**src/rtl/ds_wake_pkg.sv**
```systemverilog
package ds_wake_pkg;
  localparam int NUM_SRC = 5;
  localparam int SRC_POR = 0;
  localparam int SRC_WDT = 1;
  localparam int SRC_RTC = 2;
  localparam int SRC_MCLR = 3;
  localparam int SRC_EXT = 4;

  typedef enum logic [1:0] {
    ST_AWAKE   = 2'd0,
    ST_ASLEEP  = 2'd1,
    ST_RESTART = 2'd2
  } dsState_t;

  typedef struct packed {
    logic enterSleep;
    logic asleep;
    logic takeWake;
    logic clearStatus;
  } dsStrobe_t;
endpackage

```
**src/rtl/ds_wake_ctrl.sv**
```systemverilog
module ds_wake_ctrl
  import ds_wake_pkg::*;
#(
  parameter int RST_CYCLES = 16
) (
  input  logic      clk,
  input  logic      rstN,
  input  logic      sleepReq,
  input  logic      statusClr,
  input  logic      anyWake,
  output dsStrobe_t strobe,
  output logic      coreRst
);
  localparam int CNT_W = (RST_CYCLES > 1) ? $clog2(RST_CYCLES) : 1;
  localparam logic [CNT_W-1:0] CNT_LAST = CNT_W'(RST_CYCLES - 1);

  dsState_t stateQ;
  logic [CNT_W-1:0] cntQ;

  always_comb begin
    strobe.enterSleep  = (stateQ == ST_AWAKE) && sleepReq;
    strobe.asleep      = (stateQ == ST_ASLEEP);
    strobe.takeWake    = (stateQ == ST_ASLEEP) && anyWake;
    strobe.clearStatus = (stateQ == ST_AWAKE) && statusClr;
    coreRst            = (stateQ == ST_RESTART);
  end

  always_ff @(posedge clk or negedge rstN) begin
    if (!rstN) begin
      stateQ <= ST_AWAKE;
      cntQ   <= '0;
    end else begin
      unique case (stateQ)
        ST_AWAKE: begin
          if (sleepReq) stateQ <= ST_ASLEEP;
        end
        ST_ASLEEP: begin
          if (anyWake) begin
            stateQ <= ST_RESTART;
            cntQ   <= '0;
          end
        end
        ST_RESTART: begin
          if (cntQ == CNT_LAST) stateQ <= ST_AWAKE;
          else                  cntQ   <= cntQ + 1'b1;
        end
        default: stateQ <= ST_AWAKE;
      endcase
    end
  end
endmodule

```
**src/rtl/ds_wake_dp.sv**
```systemverilog
module ds_wake_dp
  import ds_wake_pkg::*;
(
  input  logic               clk,
  input  logic               rstN,
  input  dsStrobe_t          strobe,
  input  logic               porEvent,
  input  logic               wdtTimeout,
  input  logic               rtcAlarm,
  input  logic               rtcEnable,
  input  logic               mclrN,
  input  logic               extPin,
  input  logic               extPolarity,
  input  logic               extEnable,
  input  logic               brownOut,
  output logic               anyWake,
  output logic               dsEnable,
  output logic               pendClr,
  output logic               exitFlag,
  output logic [NUM_SRC-1:0] wakeSrc,
  output logic               dsBor
);
  logic [1:0] syncQ;
  logic       prevQ;
  logic       extArmQ;
  logic       extHit;
  logic [NUM_SRC-1:0] wakeVec;

  // Two-flop synchronizer followed by one stage of edge history
  always_ff @(posedge clk or negedge rstN) begin
    if (!rstN) begin
      syncQ <= '0;
      prevQ <= 1'b0;
    end else begin
      syncQ <= {syncQ[0], extPin};
      prevQ <= syncQ[1];
    end
  end

  // Edge into the wake level; a level held since entry never qualifies
  assign extHit = (syncQ[1] == extPolarity) && (prevQ != extPolarity);

  always_comb begin
    wakeVec           = '0;
    wakeVec[SRC_POR]  = porEvent;
    wakeVec[SRC_WDT]  = wdtTimeout;
    wakeVec[SRC_RTC]  = rtcAlarm && rtcEnable;
    wakeVec[SRC_MCLR] = !mclrN;
    wakeVec[SRC_EXT]  = extHit && extArmQ;
    anyWake           = |wakeVec;
  end

  always_ff @(posedge clk or negedge rstN) begin
    if (!rstN) begin
      extArmQ  <= 1'b0;
      dsEnable <= 1'b0;
      pendClr  <= 1'b0;
      exitFlag <= 1'b0;
      wakeSrc  <= '0;
      dsBor    <= 1'b0;
    end else begin
      pendClr <= strobe.enterSleep;
      if (strobe.enterSleep) begin
        extArmQ  <= extEnable;
        dsEnable <= 1'b1;
      end
      if (strobe.takeWake) begin
        dsEnable <= 1'b0;
        exitFlag <= 1'b1;
        wakeSrc  <= wakeVec;
      end else if (strobe.clearStatus) begin
        exitFlag <= 1'b0;
        wakeSrc  <= '0;
      end
      if (strobe.asleep && brownOut) dsBor <= 1'b1;
      else if (strobe.clearStatus)   dsBor <= 1'b0;
    end
  end
endmodule

```
**src/rtl/ds_wake_top.sv**
```systemverilog
module ds_wake_top
  import ds_wake_pkg::*;
#(
  parameter int RST_CYCLES = 16
) (
  input  logic               clk,
  input  logic               rstN,
  input  logic               sleepReq,
  input  logic               statusClr,
  input  logic               porEvent,
  input  logic               wdtTimeout,
  input  logic               rtcAlarm,
  input  logic               rtcEnable,
  input  logic               mclrN,
  input  logic               extPin,
  input  logic               extPolarity,
  input  logic               extEnable,
  input  logic               brownOut,
  output logic               dsEnable,
  output logic               pendClr,
  output logic               exitFlag,
  output logic [NUM_SRC-1:0] wakeSrc,
  output logic               dsBor,
  output logic               coreRst
);
  dsStrobe_t strobe;
  logic      anyWake;

  ds_wake_ctrl #(.RST_CYCLES(RST_CYCLES)) ctrl_i (
    .clk(clk), .rstN(rstN), .sleepReq(sleepReq), .statusClr(statusClr),
    .anyWake(anyWake), .strobe(strobe), .coreRst(coreRst)
  );

  ds_wake_dp dp_i (
    .clk(clk), .rstN(rstN), .strobe(strobe),
    .porEvent(porEvent), .wdtTimeout(wdtTimeout), .rtcAlarm(rtcAlarm),
    .rtcEnable(rtcEnable), .mclrN(mclrN), .extPin(extPin),
    .extPolarity(extPolarity), .extEnable(extEnable), .brownOut(brownOut),
    .anyWake(anyWake), .dsEnable(dsEnable), .pendClr(pendClr),
    .exitFlag(exitFlag), .wakeSrc(wakeSrc), .dsBor(dsBor)
  );
endmodule

```
**config.mk**
```make
export PLATFORM = sky130hd
export DESIGN_NAME = ds_wake_top
export DESIGN_NICKNAME = d
export VERILOG_FILES = /design/src/rtl/ds_wake_pkg.sv /design/src/rtl/ds_wake_ctrl.sv /design/src/rtl/ds_wake_dp.sv /design/src/rtl/ds_wake_top.sv
export SDC_FILE = /design/constraint.sdc
export NUM_CORES = 1
export LEC_CHECK = 0
export ABC_AREA = 0
export BUFFER_PORTS_ARGS = -buffer_cell sky130_fd_sc_hd__buf_2
export CAP_MARGIN = 20
export CORE_MARGIN = 3
export CORE_UTILIZATION = 35
export CTS_BUF_LIST = sky130_fd_sc_hd__clkbuf_16
export DETAILED_ROUTE_END_ITERATION = 6
export PLACE_DENSITY = 0.58
export SLEW_MARGIN = 20
export SYNTH_ARGS = -nofsm -noshare
export SYNTH_HDL_FRONTEND = slang
export SYNTH_SLANG_ARGS = --single-unit
```
**constraint.sdc**
```tcl
create_clock -name clk -period 4.15 [get_ports clk]
set_clock_uncertainty 0.05 [all_clocks]
set_input_delay 0.2075 -clock clk [delete_from_list [all_inputs] [get_ports clk]]
set_output_delay 0.2075 -clock clk [all_outputs]
set_load 0.05 [all_outputs]
```
; ---- Word level (Yosys, flattened, before mapping)
; Index checks and enable logic that the tools add are counted.
[totals]
wordCells = 50
register_bits = 19
output_inout_bits = 10
[classes]
mux = 14
n_eq_ne = 9
add_sub_neg = 1
n_reduce_logical = 16
[op_table]
columns = operator, n
row1 = $mux 5, 2
row2 = $mux 4, 2
row3 = $pmux 4 s2, 1
row4 = $reduce_bool 2->1, 4
row5 = $logic_and 1x1->1, 7
row6 = $mux 2, 3
row7 = $ne 2x2->1 const B, 3
row8 = $pmux 2 s3, 1
row9 = $reduce_and 3->1, 2
row10 = $mux 1, 5
row11 = $reduce_or 5->1, 1
row12 = $add 4x1->4 const B, 1
row13 = $eq 4x4->1 const B, 1
row14 = $eq 2x1->1 const B, 1
row15 = $eq 2x2->1 const B, 1
row16 = $logic_not 2->1, 1
row17 = $ne 2x1->1 const B, 1
row18 = $eq 1x1->1, 1
row19 = $logic_not 1->1, 1
row20 = $ne 1x1->1, 1

; ---- Longest topological paths before layout
; Gate-level depths: netlist of run 1.
[logic_depth]
word_depth = 6
mapped_depth = 5

; ---- By module
; A second synthesis of run 1 with hierarchy kept.
[hier_totals]
cells_unflattened = 69
area_unflattened_um2 = 777.0
[modules_own_cells]
columns = module, seq_area_each_um2, n_inst, area_per_inst_um2, cells_per_inst
row1 = ds_wake_dp, 325.3, 1, 451.7, 33
row2 = ds_wake_ctrl, 150.1, 1, 325.3, 36

; ---- Worst setup path before layout of run 1
; No wires, ideal clock.
[synth_path]
path_kind = register to register
from = reg ctrl_i.stateQ[0]
to = reg ctrl_i.cntQ[1]
synth_period_minus_slack_ns = 1.520
n_path_buf = 1
setup_slack_ns = 2.630
stages_incl_launch_ff = 6
required_time_ns = 3.978
arrival_time_ns = 1.348
cell_sequence = dfrtp_1 buf_2 nor2b_4 nand2_2 a32o_1 a32o_1
[synth_via]
elab_chain_cells = 3
elab_cells_between_ends = 7
[synth_rtl]
columns = element, line
row1 = from (decl), ds_wake_ctrl.sv:17  ; dsState_t stateQ;
row2 = from (signal assigned), ds_wake_ctrl.sv:30  ; stateQ <= ST_AWAKE;
row3 = from (signal assigned), ds_wake_ctrl.sv:35  ; if (sleepReq) stateQ <= ST_ASLEEP;
row4 = from (signal assigned), ds_wake_ctrl.sv:39  ; stateQ <= ST_RESTART;
row5 = $eq 2x2->1 (*), n/a
row6 = via coreRst, ds_wake_top.sv:24  ; output logic coreRst
row7 = $ne 2x2->1 (no line) or $reduce_bool 2->1 (tied branches), n/a
row8 = $reduce_and 3->1 (no line), n/a
row9 = to (signal assigned), ds_wake_ctrl.sv:45  ; else cntQ <= cntQ + 1'b1;
row10 = to (decl), ds_wake_ctrl.sv:18  ; logic [CNT_W-1:0] cntQ;
; The timed path passes the listed nets; every way through them passes the cells marked *.
; A chain may end at the register's enable or synchronous reset.

; ---- Final worst setup path of run 1
[layout_path]
from = reg ctrl_i.stateQ[1]
to = out coreRst
[layout_via]
elab_chain_cells = 1
[layout_rtl]
columns = element, line
row1 = $eq 2x2->1, ds_wake_ctrl.sv:25  ; coreRst = (stateQ == ST_RESTART);
row2 = to (decl), ds_wake_top.sv:24
; Every way passes these cells.

==> impl_metrics.csv, run 1 <==
group,metric,value,unit
run_status,status,"finished, final reports clean",
power,p_per_area,844,mW/mm2
min_path,min_delay_path_depth,1,
timing,drv_slew,0,
min_path,worstHoldPathType,"input port to flip-flop",
flow_run,maxCapViolCount,0,
grt,grt_pass1_vias,628,
setup_path,r2r_start,"ctrl_i.cntQ[0]",
clock_tree,clock_latency,0.25,ns
layout,nNetsFinal,110,
layout,nFillCells,206,
setup_path,crit_required,3.89,ns
placed_design,dp.final_hpwl,1.28,mm
power,comb_power_share,42.3,%
layout,final_util,50.5,%
timing,maxSlewHeadroom,65.5,%
setup_path,path_class,"flip-flop to output port",
detailed_routing,drt_pass1_iterations,4,
setup_path,ff2ff_path_depth,5,
floorplan,die_h,54.5,um
detailed_routing,wirelength,1.72,mm
setup_path,critPathLaunchType,"flip-flop",
synthesis,syn-cell-area,823,um2
layout,register_area,475,um2
grt,gr-total-overflow,0,
clock_tree,path_clk_slew,0.05,ns
synthesis,avgSynthCellArea,11.9,um2
clock_tree,cts_tree,"done",
floorplan,core_area,0.00208,mm2
floorplan,start_util,39.5,%
detailed_routing,drc,0,
power,leakagePower,0.000516,uW
clock_tree,root_buffer,"clkbuf_16",
setup_path,endpoint,"coreRst",
setup_path,crit_arrival,1.26,ns
power,ir_drop,0.000401,V
floorplan,ios,23,
timing,finalSetupViolCount,0,
clock_tree,post_cts_buffers,0,
setup_path,critPathLaunch,"ctrl_i.stateQ[1]",
synthesis,synth_warnings,0,
layout,multi_input_area,328,um2
timing,finalCritPeriodShare,36.7,%
synthesis,syn_nets,83,
timing,fmax,657,MHz
timing,worst_pin_slew,0.516,ns
clock_tree,clock_sinks,19,
power,seqPwrFrac,35.8,%
synthesis,yosysUniqueCellTypes,29,
floorplan,rows,16,
synthesis,synth-seq-cells,19,
grt,antenna_found_initial,0,
detailed_routing,vias,633,
timing,rsz0062_at_grt,"no",
clock_tree,cts_buffers,3,
layout,n_antenna_cell,0,
power,pwr-share-clk,21.9,%
layout,drive_gt1_share,33.7,%
grt,grt_pass1_wl,2.88,mm
detailed_routing,wl_per_cell,14.1,um
setup_path,cp_max_fo,8,
detailed_routing,postRouteAntennaNets,0,
detailed_routing,dr.first_iter.drc_count,5,
floorplan,dieWidth,54.5,um
detailed_routing,vias_per_cell,5.19,
clock_tree,clk_path_buf_depth,2,
power,p_int,508,uW
clock_tree,hold_buffers,1,
timing,setup_tns,0,ns
placed_design,portBuffers,22,
synthesis,seq_area_frac_synth,57.8,%
clock_tree,cts_resized,0,
power,netSwitchingFraction,42.7,%
floorplan,die-area,0.00297,mm2
grt,grt_max_degree,20,
placed_design,gp_congestion,0.733,
timing,hold_viol,0,
synthesis,synth_cells,69,
setup_path,r2r_end,"ctrl_i.cntQ[1]",
setup_path,r2r_slack,2.64,ns
power,netSwitchingPower,379,uW
setup_path,end_kind,"output port",
layout,area_growth,27.7,%
timing,min_period,1.52,ns
clock_tree,htree_levels,1,
grt,grt_usage,13.8,%
-- power by group through the flow --
| stage | sequential (uW) | combinational [uW] | clock, uW |
|---|---|---|---|
| 3_3_place_gp | 319 | 374 | 0 |
| 2_1_floorplan | 430 | 177 | 0 |
| 6_report | 317 | 375 | 194 |
| 5_1_grt | 330 | 404 | 209 |
| 4_1_cts | 318 | 380 | 199 |
| 3_5_place_dp | 321 | 378 | 0 |
-- through the flow --
stage / setup WS (ns) / cell area (um2) / total power (uW) / hold WS, ns / instances
floorplan: 2.63 / 823 / 607 / -0.138 / 69
global placement: 2.70 / 962 / 692 / 0.121 / 117
detailed placement: 2.65 / 962 / 699 / 0.122 / 117
CTS: 2.63 / 1050 / 897 / 0.00999 / 122
global route: 2.56 / 1050 / 942 / 0.000710 / 122
finish: 2.63 / 1050 / 887 / 0.0109 / 122
-- routing by layer --
layer  vias up  GRT usage, %  wire (um)
li1        309             -          -
met1       303          16.3        780
met2        19          22.3        796
met3         2          6.54        135
met4         0          3.73         10
met5         -             0          0
-- Yosys cell counts --
cell       number  area [um2]
a21o_1          1        7.51
a21oi_1         3        15.0
a221oi_1        1        8.76
a22o_1          1        8.76
a31o_2          1        8.76
a31oi_2         1        12.5
a32o_1          6        60.1
and2_1          1        6.26
and2b_2         1        8.76
and4b_1         1        10.0
buf_2           1        5.00
dfrtp_1        19         475
ha_1            1        12.5
inv_1           4        15.0
mux2_2          1        11.3
nand2_1         8        30.0
nand2_2         1        6.26
nand2b_1        1        6.26
nand3_1         2        10.0
nand4b_1        1        8.76
nor2_1          3        11.3
nor2b_4         1        13.8
nor4b_2         1        15.0
o211ai_1        1        7.51
o21a_1          1        7.51
o21ai_0         3        15.0
o221ai_1        1        8.76
o2bb2ai_1       1        8.76
xor2_1          1        8.76
-- cell usage in the layout (no fill, tap or decap) --
| cell | Yosys | routed |
|---|---|---|
| o221ai_1 | 1 | 1 |
| a22o_1 | 1 | 1 |
| nand2_2 | 1 | 1 |
| o211ai_1 | 1 | 1 |
| a221oi_1 | 1 | 1 |
| nand2b_1 | 1 | 1 |
| a31oi_2 | 1 | 1 |
| o21ai_0 | 3 | 3 |
| dfrtp_1 | 19 | 19 |
| and4b_1 | 1 | 1 |
| xor2_1 | 1 | 1 |
| and2_1 | 1 | 1 |
| clkbuf_16 | 0 | 3 |
| dlygate4sd3_1 | 0 | 1 |
| buf_2 | 1 | 22 |
| nand2_1 | 8 | 8 |
| nand3_1 | 2 | 2 |
| inv_1 | 4 | 5 |
| a21o_1 | 1 | 1 |
| a31o_2 | 1 | 1 |
| and2b_2 | 1 | 1 |
| nor4b_2 | 1 | 1 |
| o21a_1 | 1 | 1 |
| o2bb2ai_1 | 1 | 1 |
| mux2_2 | 1 | 1 |
| nor2b_4 | 1 | 1 |
| a21oi_1 | 3 | 3 |
| ha_1 | 1 | 1 |
| nor2_1 | 3 | 3 |
| nand4b_1 | 1 | 1 |
| a32o_1 | 6 | 6 |
-- worst min-delay path by stage --
stage / start / endpoint / slack, ns
after floorplan: rstN / ctrl_i.cntQ[0] / -0.14
final: extPin / dp_i.syncQ[0] / 0.01
after CTS: extPin / dp_i.syncQ[0] / 0.01
after detailed placement: rstN / ctrl_i.stateQ[1] / 0.12
after global routing: extPin / dp_i.syncQ[0] / 0.0007
after global placement: rstN / dp_i.prevQ / 0.12
-- cell type report --
cell class                 instances  share of cell area (%)
clock inverter                     1                   0.357
inverter                           4                    1.43
clock buffer                       3                    7.14
multi-input combinational         45                    31.2
sequential                        19                    45.2
tap                               27                    3.21
timing repair buffer              23                    11.4
-- cell families (layout without fill, tap and decap cells) --
| group | after synthesis | in the layout | share of synthesized area, % |
|---|---|---|---|
| mux | 1 | 1 | 1.37 |
| flops | 19 | 19 | 57.8 |
| simple gates | 21 | 21 | 15.4 |
| fa+ha+maj | 1 | 1 | 1.52 |
| compound gates | 21 | 21 | 20.5 |
| buf+inv | 5 | 31 | 2.43 |
| xor+xnor | 1 | 1 | 1.06 |
-- worst max-delay path, cell delays in order (launching register included) --
cell and delay [ns]:
dfrtp_1 0.48, nor2b_4 0.25, buf_2 0.29
-- state kept, by name, indices dropped and copies added, names as in the netlist --
signal / flops
dp_i.syncQ: 2
dp_i.wakeSrc: 5
ctrl_i.cntQ: 4
dp_i.exitFlag: 1
ctrl_i.stateQ: 2
dp_i.pendClr: 1
dp_i.dsBor: 1
dp_i.dsEnable: 1
dp_i.extArmQ: 1
dp_i.prevQ: 1
Power figures use the tool's default switching activity.
==> run 2, diff against run 1 <==
--- a/config.mk
+++ b/config.mk
@@ -5,14 +5,14 @@
 export SDC_FILE = /design/constraint.sdc
 export NUM_CORES = 1
 export LEC_CHECK = 0
-export ABC_AREA = 0
+export ABC_AREA = 1
 export BUFFER_PORTS_ARGS = -buffer_cell sky130_fd_sc_hd__buf_2
 export CAP_MARGIN = 20
 export CORE_MARGIN = 3
 export CORE_UTILIZATION = 35
 export CTS_BUF_LIST = sky130_fd_sc_hd__clkbuf_16
 export DETAILED_ROUTE_END_ITERATION = 6
-export PLACE_DENSITY = 0.58
+export PLACE_DENSITY = 0.61
 export SLEW_MARGIN = 20
 export SYNTH_ARGS = -nofsm -noshare
 export SYNTH_HDL_FRONTEND = slang
==> constraint.sdc (replaced) <==
create_clock -name clk -period 1.3 [get_ports clk]
set_clock_uncertainty 0.05 [all_clocks]
set_input_delay 0.065 -clock clk [delete_from_list [all_inputs] [get_ports clk]]
set_output_delay 0.065 -clock clk [all_outputs]
set_load 0.05 [all_outputs]
==> run 2 against run 1 <==
Against the previous run: sequential power grew to 3.0 times the previous value; hold slack better by 0.0078 ns; worst setup slack worse by 2.6 ns; core utilization is 3.3 points higher; wire length is 2.0% lower; first-iteration DRC count is 80% lower; power grew to 3.2 times the previous value; largest power group unchanged; highest routed layer unchanged.
==> impl_metrics.csv, run 2 <==
group,metric,value,unit
layout,top_regs,"dp_i.wakeSrc (5), ctrl_i.cntQ (4)",
synthesis,synth_cells,88,
synthesis,synth_top_cell_area_share,58.3,%
setup_path,crit_required,1.19,ns
setup_path,cp_common_cell,"inv_2",
setup_path,end_kind,"output port",
floorplan,die_h,54.3,um
grt,use_met3,3.27,%
synthesis,synth-async-reset-ratio,100,%
timing,finalHoldWorstSlack,0.0188,ns
setup_path,r2r_start,"ctrl_i.cntQ[0]",
layout,nFillCells,199,
placed_design,portBuffers,22,
detailed_routing,wl_per_cell,11.5,um
detailed_routing,drc,0,
layout,final_util,53.8,%
timing,finalCritPeriodShare,94.6,%
synthesis,synth_common_cells,"26 x nand2_1, 19 x dfrtp_1, 16 x nand3_1",
min_path,min_delay_path_depth,3,
synthesis,seq_area_frac_synth,58.3,%
grt,grt_pass1_wl,2.84,mm
detailed_routing,postRouteAntennaNets,0,
setup_path,critPathLaunchType,"flip-flop",
clock_tree,htree_levels,1,
timing,rsz0062_at_grt,"yes",
timing,drv_slew,0,
synthesis,synth_largest_area_cell,"dfrtp_1",
setup_path,path_buf_inv,3,
grt,gr-total-overflow,0,
timing,setup_tns,0,ns
grt,top_usage_layer,"met2",
placed_design,gp_congestion,0.735,
flow_run,maxCapViolCount,0,
synthesis,synth_warnings,0,
min_path,worstHoldPathType,"input port to flip-flop",
synthesis,avgSynthCellArea,9.27,um2
timing,fmax,813,MHz
timing,min_period,1.23,ns
grt,grt_max_degree,20,
synthesis,yosysUniqueCellTypes,18,
clock_tree,cts_tree,"done",
synthesis,yosys-top-cells-area,"dfrtp_1 58%, nand2_1 12%, nand3_1 9.8%",
floorplan,core_area,0.00208,mm2
timing,maxSlewHeadroom,71.4,%
detailed_routing,vias,700,
timing,hold_viol,0,
min_path,hold_path_end,"dp_i.wakeSrc[1]",
synthesis,syn-cell-area,816,um2
setup_path,critPathLaunch,"ctrl_i.stateQ[0]",
timing,finalSetupViolCount,0,
timing,worst_pin_slew,0.429,ns
power,leakagePower,0.000615,uW
layout,final_cell_mix,"24 x nand2_1, 21 x buf_2, 19 x dfrtp_1",
power,p_per_area,2500,mW/mm2
synthesis,synth_edf_count,0,
setup_path,crit_slowest_cell,"dfrtp_1",
layout,n_antenna_cell,0,
clock_tree,root_buffer,"clkbuf_16",
layout,area_growth,37.3,%
synthesis,syn_nets,102,
setup_path,path_delay_family,"flip-flops",
grt,grt_pass1_vias,722,
setup_path,r2r_slack,0.11,ns
floorplan,die-area,0.00295,mm2
grt,use_met2,22.3,%
floorplan,start_util,39.2,%
clock_tree,cts_buffers,3,
clock_tree,clock_sinks,19,
run_status,status,"finished, final reports clean",
layout,largest-register,"dp_i.wakeSrc",
setup_path,max_stage_delay,0.38,ns
layout,final_common_cell,"nand2_1",
detailed_routing,vias_per_cell,4.76,
setup_path,ff2ff_path_depth,6,
timing,worst_slack,0.0698,ns
grt,antenna_found_initial,0,
min_path,min-delay-start,"wdtTimeout",
floorplan,dieWidth,54.3,um
setup_path,path_cells,"inv_2 > nand2_1 > inv_2 > buf_4",
synthesis,synth-seq-cells,19,
layout,drive_gt1_share,35.0,%
synthesis,synth.most_common_cell,"nand2_1",
detailed_routing,dr.first_iter.drc_count,1,
placed_design,dp.final_hpwl,1.17,mm
clock_tree,clk_path_buf_depth,2,
grt,grt_usage,13.3,%
floorplan,ios,23,
setup_path,path_class,"flip-flop to output port",
clock_tree,clock_latency,0.25,ns
setup_path,r2r_end,"ctrl_i.cntQ[3]",
setup_path,crit_arrival,1.12,ns
layout,design_area,0.00112,mm2
layout,largest_reg_flops,5,
placed_design,post_dp_cell_area,948,um2
placed_design,pre_cts_ws,0.0171,ns
detailed_routing,drt_pass1_iterations,4,
floorplan,rows,16,
clock_tree,path_clk_slew,0.05,ns
layout,nNetsFinal,135,
detailed_routing,wirelength,1.69,mm
synthesis,ys.flop_type,"dfrtp_1",
setup_path,cp_max_fo,4,
grt,grt.met1_usage,16.5,%
power,ir_drop,0.00128,V
## run 2: repair_timing
action	4_1_cts	5_1_grt
hold endpoints to repair	22	0
pin swaps	0	1
hold buffers	4	0
gates cloned	0	1
resized for setup	2	7
buffers inserted	0	2
endpoints found under the setup margin	2	10
## run 2: cells by family (layout without fill, tap and decap cells)
logic type / after synthesis / after routing / synth area share (%)
AO/OA/AOI/OAI: 4 / 4 / 3.22
XOR/XNOR: 1 / 1 / 1.07
adder cells (fa/ha/maj): 1 / 1 / 1.53
buffers and inverters: 10 / 41 / 5.52
flip-flops: 19 / 19 / 58.3
AND/OR/NAND/NOR: 53 / 54 / 30.4
## run 2: worst reg2reg max path, delay by kind of cell, from the launching register on
family	cells	cell delay (ns)
simple gates	5	0.44
fa+ha+maj	1	0.21
flops	1	0.38
## run 2: layout make-up
| cell class | instances | area, um2 | area share, % |
|---|---|---|---|
| clock buffers | 3 | 75.1 | 6.70 |
| well taps | 27 | 33.8 | 3.02 |
| flip-flops and latches | 19 | 475 | 42.5 |
| clock inverters | 1 | 5.00 | 0.447 |
| repair buffers | 28 | 168 | 15.0 |
| multi-input cells | 60 | 329 | 29.4 |
| inverters | 9 | 33.8 | 3.02 |
## run 2: metrics by stage
stage / power, uW / instances
after floorplan: 1830 / 88
after CTS: 2760 / 144
after global placement: 2070 / 136
after global routing: 2970 / 147
final: 2800 / 147
after detailed placement: 2090 / 136
## run 2: worst max-delay path by stage
| stage | endpoint | cells past startpoint | slack, ns |
|---|---|---|---|
| after floorplan | ctrl_i.cntQ[3] | 6 | 0.07 |
| after global placement | ctrl_i.cntQ[3] | 8 | 0.09 |
| after detailed placement | ctrl_i.cntQ[3] | 8 | 0.02 |
| after CTS | coreRst | 4 | 0.01 |
| after global routing | ctrl_i.cntQ[3] | 9 | -0.02 |
| final | coreRst | 4 | 0.07 |
## run 2: where the power goes
part	internal [uW]	total [uW]	switching, uW
sequential	800	949	149
combinational	349	1240	887
clock	412	617	205
## run 2: metal layers
metal	vias up	part of all wire, %	wire length (um)
li1	351	-	-
met1	329	45	757
met2	18	49	831
met3	2	5.5	92
met4	0	0.36	6
met5	-	0	0
==> run 3, diff against run 2 <==
--- a/config.mk
+++ b/config.mk
@@ -10,7 +10,6 @@
 export CAP_MARGIN = 20
 export CORE_MARGIN = 3
 export CORE_UTILIZATION = 35
-export CTS_BUF_LIST = sky130_fd_sc_hd__clkbuf_16
 export DETAILED_ROUTE_END_ITERATION = 6
 export PLACE_DENSITY = 0.61
 export SLEW_MARGIN = 20
==> run 3 against run 2 <==
Against the previous run: non-clock buffer count grew 5; core utilization grew 0.66 points; hold slack gained 0.028 ns; combinational power grew 4%; register-to-register slack is essentially flat; global-route usage shrank 0.17 points; first-iteration DRC count grew to 7.0 times the previous value; clock-buffer cell count is the same; sequential share of layout area shrank 0.41 points.
==> impl_metrics.csv, run 3 (synthesized netlist as in run 2, its figures left out) <==
group,metric,value,unit
clock_tree,clock_latency,0.30,ns
setup_path,crit_arrival,1.10,ns
detailed_routing,wirelength,1.69,mm
grt,grt_usage,13.2,%
timing,fmax,820,MHz
clock_tree,clock_sinks,19,
timing,finalSetupViolCount,0,
min_path,worstHoldPathType,"input port to flip-flop",
grt,grt_pass1_wl,2.84,mm
flow_run,maxCapViolCount,0,
run_status,status,"finished, final reports clean",
timing,min_period,1.22,ns
detailed_routing,dr.first_iter.drc_count,7,
layout,final_common_cell,"nand2_1",
layout,final_cell_mix,"22 x nand2_1, 21 x buf_2, 18 x dfrtp_1",
floorplan,core_area,0.00208,mm2
floorplan,die-area,0.00295,mm2
detailed_routing,drt_pass1_iterations,4,
timing,setup_tns,0,ns
clock_tree,cts_tree,"done",
layout,nFillCells,200,
setup_path,cp_max_fo,4,
placed_design,post_dp_cell_area,948,um2
detailed_routing,wl_per_cell,11.1,um
placed_design,portBuffers,22,
timing,worst_pin_slew,0.427,ns
detailed_routing,vias_per_cell,4.73,
timing,maxSlewHeadroom,71.6,%
layout,nNetsFinal,140,
grt,antenna_found_initial,0,
placed_design,place_inst,136,
timing,drv_slew,0,
placed_design,dp.final_hpwl,1.17,mm
power,finalPower,2540,uW
timing,finalCritPeriodShare,93.8,%
setup_path,crit_required,1.19,ns
power,leakagePower,0.000614,uW
grt,grt_max_degree,20,
floorplan,dieWidth,54.3,um
setup_path,r2r_slack,0.10,ns
clock_tree,clk_path_buf_depth,2,
floorplan,ios,23,
detailed_routing,drc,0,
setup_path,critPathLaunchType,"flip-flop",
layout,area_growth,39.0,%
setup_path,end_kind,"output port",
clock_tree,root_buffer,"clkbuf_4",
layout,instances_no_fill,152,
clock_tree,cts_buffers,3,
layout,multi_input_area,339,um2
timing,finalHoldWorstSlack,0.0465,ns
timing,hold_viol,0,
detailed_routing,postRouteAntennaNets,0,
grt,grt_pass1_vias,721,
layout,largest-register,"dp_i.wakeSrc",
layout,top_regs,"dp_i.wakeSrc (5), ctrl_i.cntQ (4)",
layout,design_area,0.00113,mm2
floorplan,rows,16,
setup_path,path_class,"flip-flop to output port",
power,p_per_area,2240,mW/mm2
layout,register_area,477,um2
layout,largest_reg_flops,5,
layout,n_antenna_cell,0,
placed_design,gp_congestion,0.735,
floorplan,die_h,54.3,um
power,ir_drop,0.00122,V
layout,drive_gt1_share,36.8,%
grt,gr-total-overflow,0,
clock_tree,path_clk_slew,0.11,ns
detailed_routing,vias,719,
floorplan,start_util,39.2,%
clock_tree,htree_levels,1,
==> run 3: metal layers <==
layer  up-vias  GRT usage (%)  share of wire, %
met5         -              0                 0
li1        358              -                 -
met1       341           16.3                45
met2        18           22.5                49
met4         0           4.98              0.71
met3         2           2.45               5.2
==> run 3: area by class of cell <==
type / count / area share [%]
inverters: 9 / 2.98
clock inverters: 1 / 0.442
clock buffers: 3 / 1.99
repair buffers: 33 / 19.6
well taps: 27 / 2.98
flip-flops and latches: 19 / 42.1
multi-input cells: 60 / 29.9
==> run 3: report_power, final <==
group          internal, uW  total (uW)  leakage (uW)  switching [uW]
Clock                   114         295     0.0000177             180
Sequential              800         954      0.000240             155
Combinational           396        1290      0.000357             896
==> run 3: final timing paths <==
| path | end | start | depth (start not counted) |
|---|---|---|---|
| max | coreRst | ctrl_i.stateQ[0] | 4 |
| min | dp_i.wakeSrc[2] | rtcEnable | 5 |
| max reg2reg | ctrl_i.cntQ[3] | ctrl_i.cntQ[0] | 6 |
| min reg2reg | dp_i.syncQ[1] | dp_i.syncQ[0] | 0 |
| max in group asynchronous | ctrl_i.stateQ[1] | rstN | 2 |
| min in group asynchronous | dp_i.pendClr | rstN | 2 |
==> run 3: critical path, cell delays in order, from the launching register on <==
cell and delay [ns]:
dfrtp_1 0.40, inv_2 0.11, nand2_2 0.08, inv_2 0.08, buf_8 0.14
==> run 3: timing repair <==
action / CTS / global route
endpoints found under the hold margin: 27 / 0
setup endpoints to repair: 2 / 10
buffers inserted: 0 / 3
resized for setup: 4 / 11
hold buffers: 8 / 0
pin swaps: 0 / 1
gates cloned: 0 / 1
==> run 3: through the flow <==
step	util (%)	setup slack, ns
2_1_floorplan	-	0.0679
3_3_place_gp	45.6	0.0920
3_5_place_dp	45.6	0.0171
4_1_cts	51.1	0.00930
5_1_grt	54.4	-0.00936
6_report	54.4	0.0807
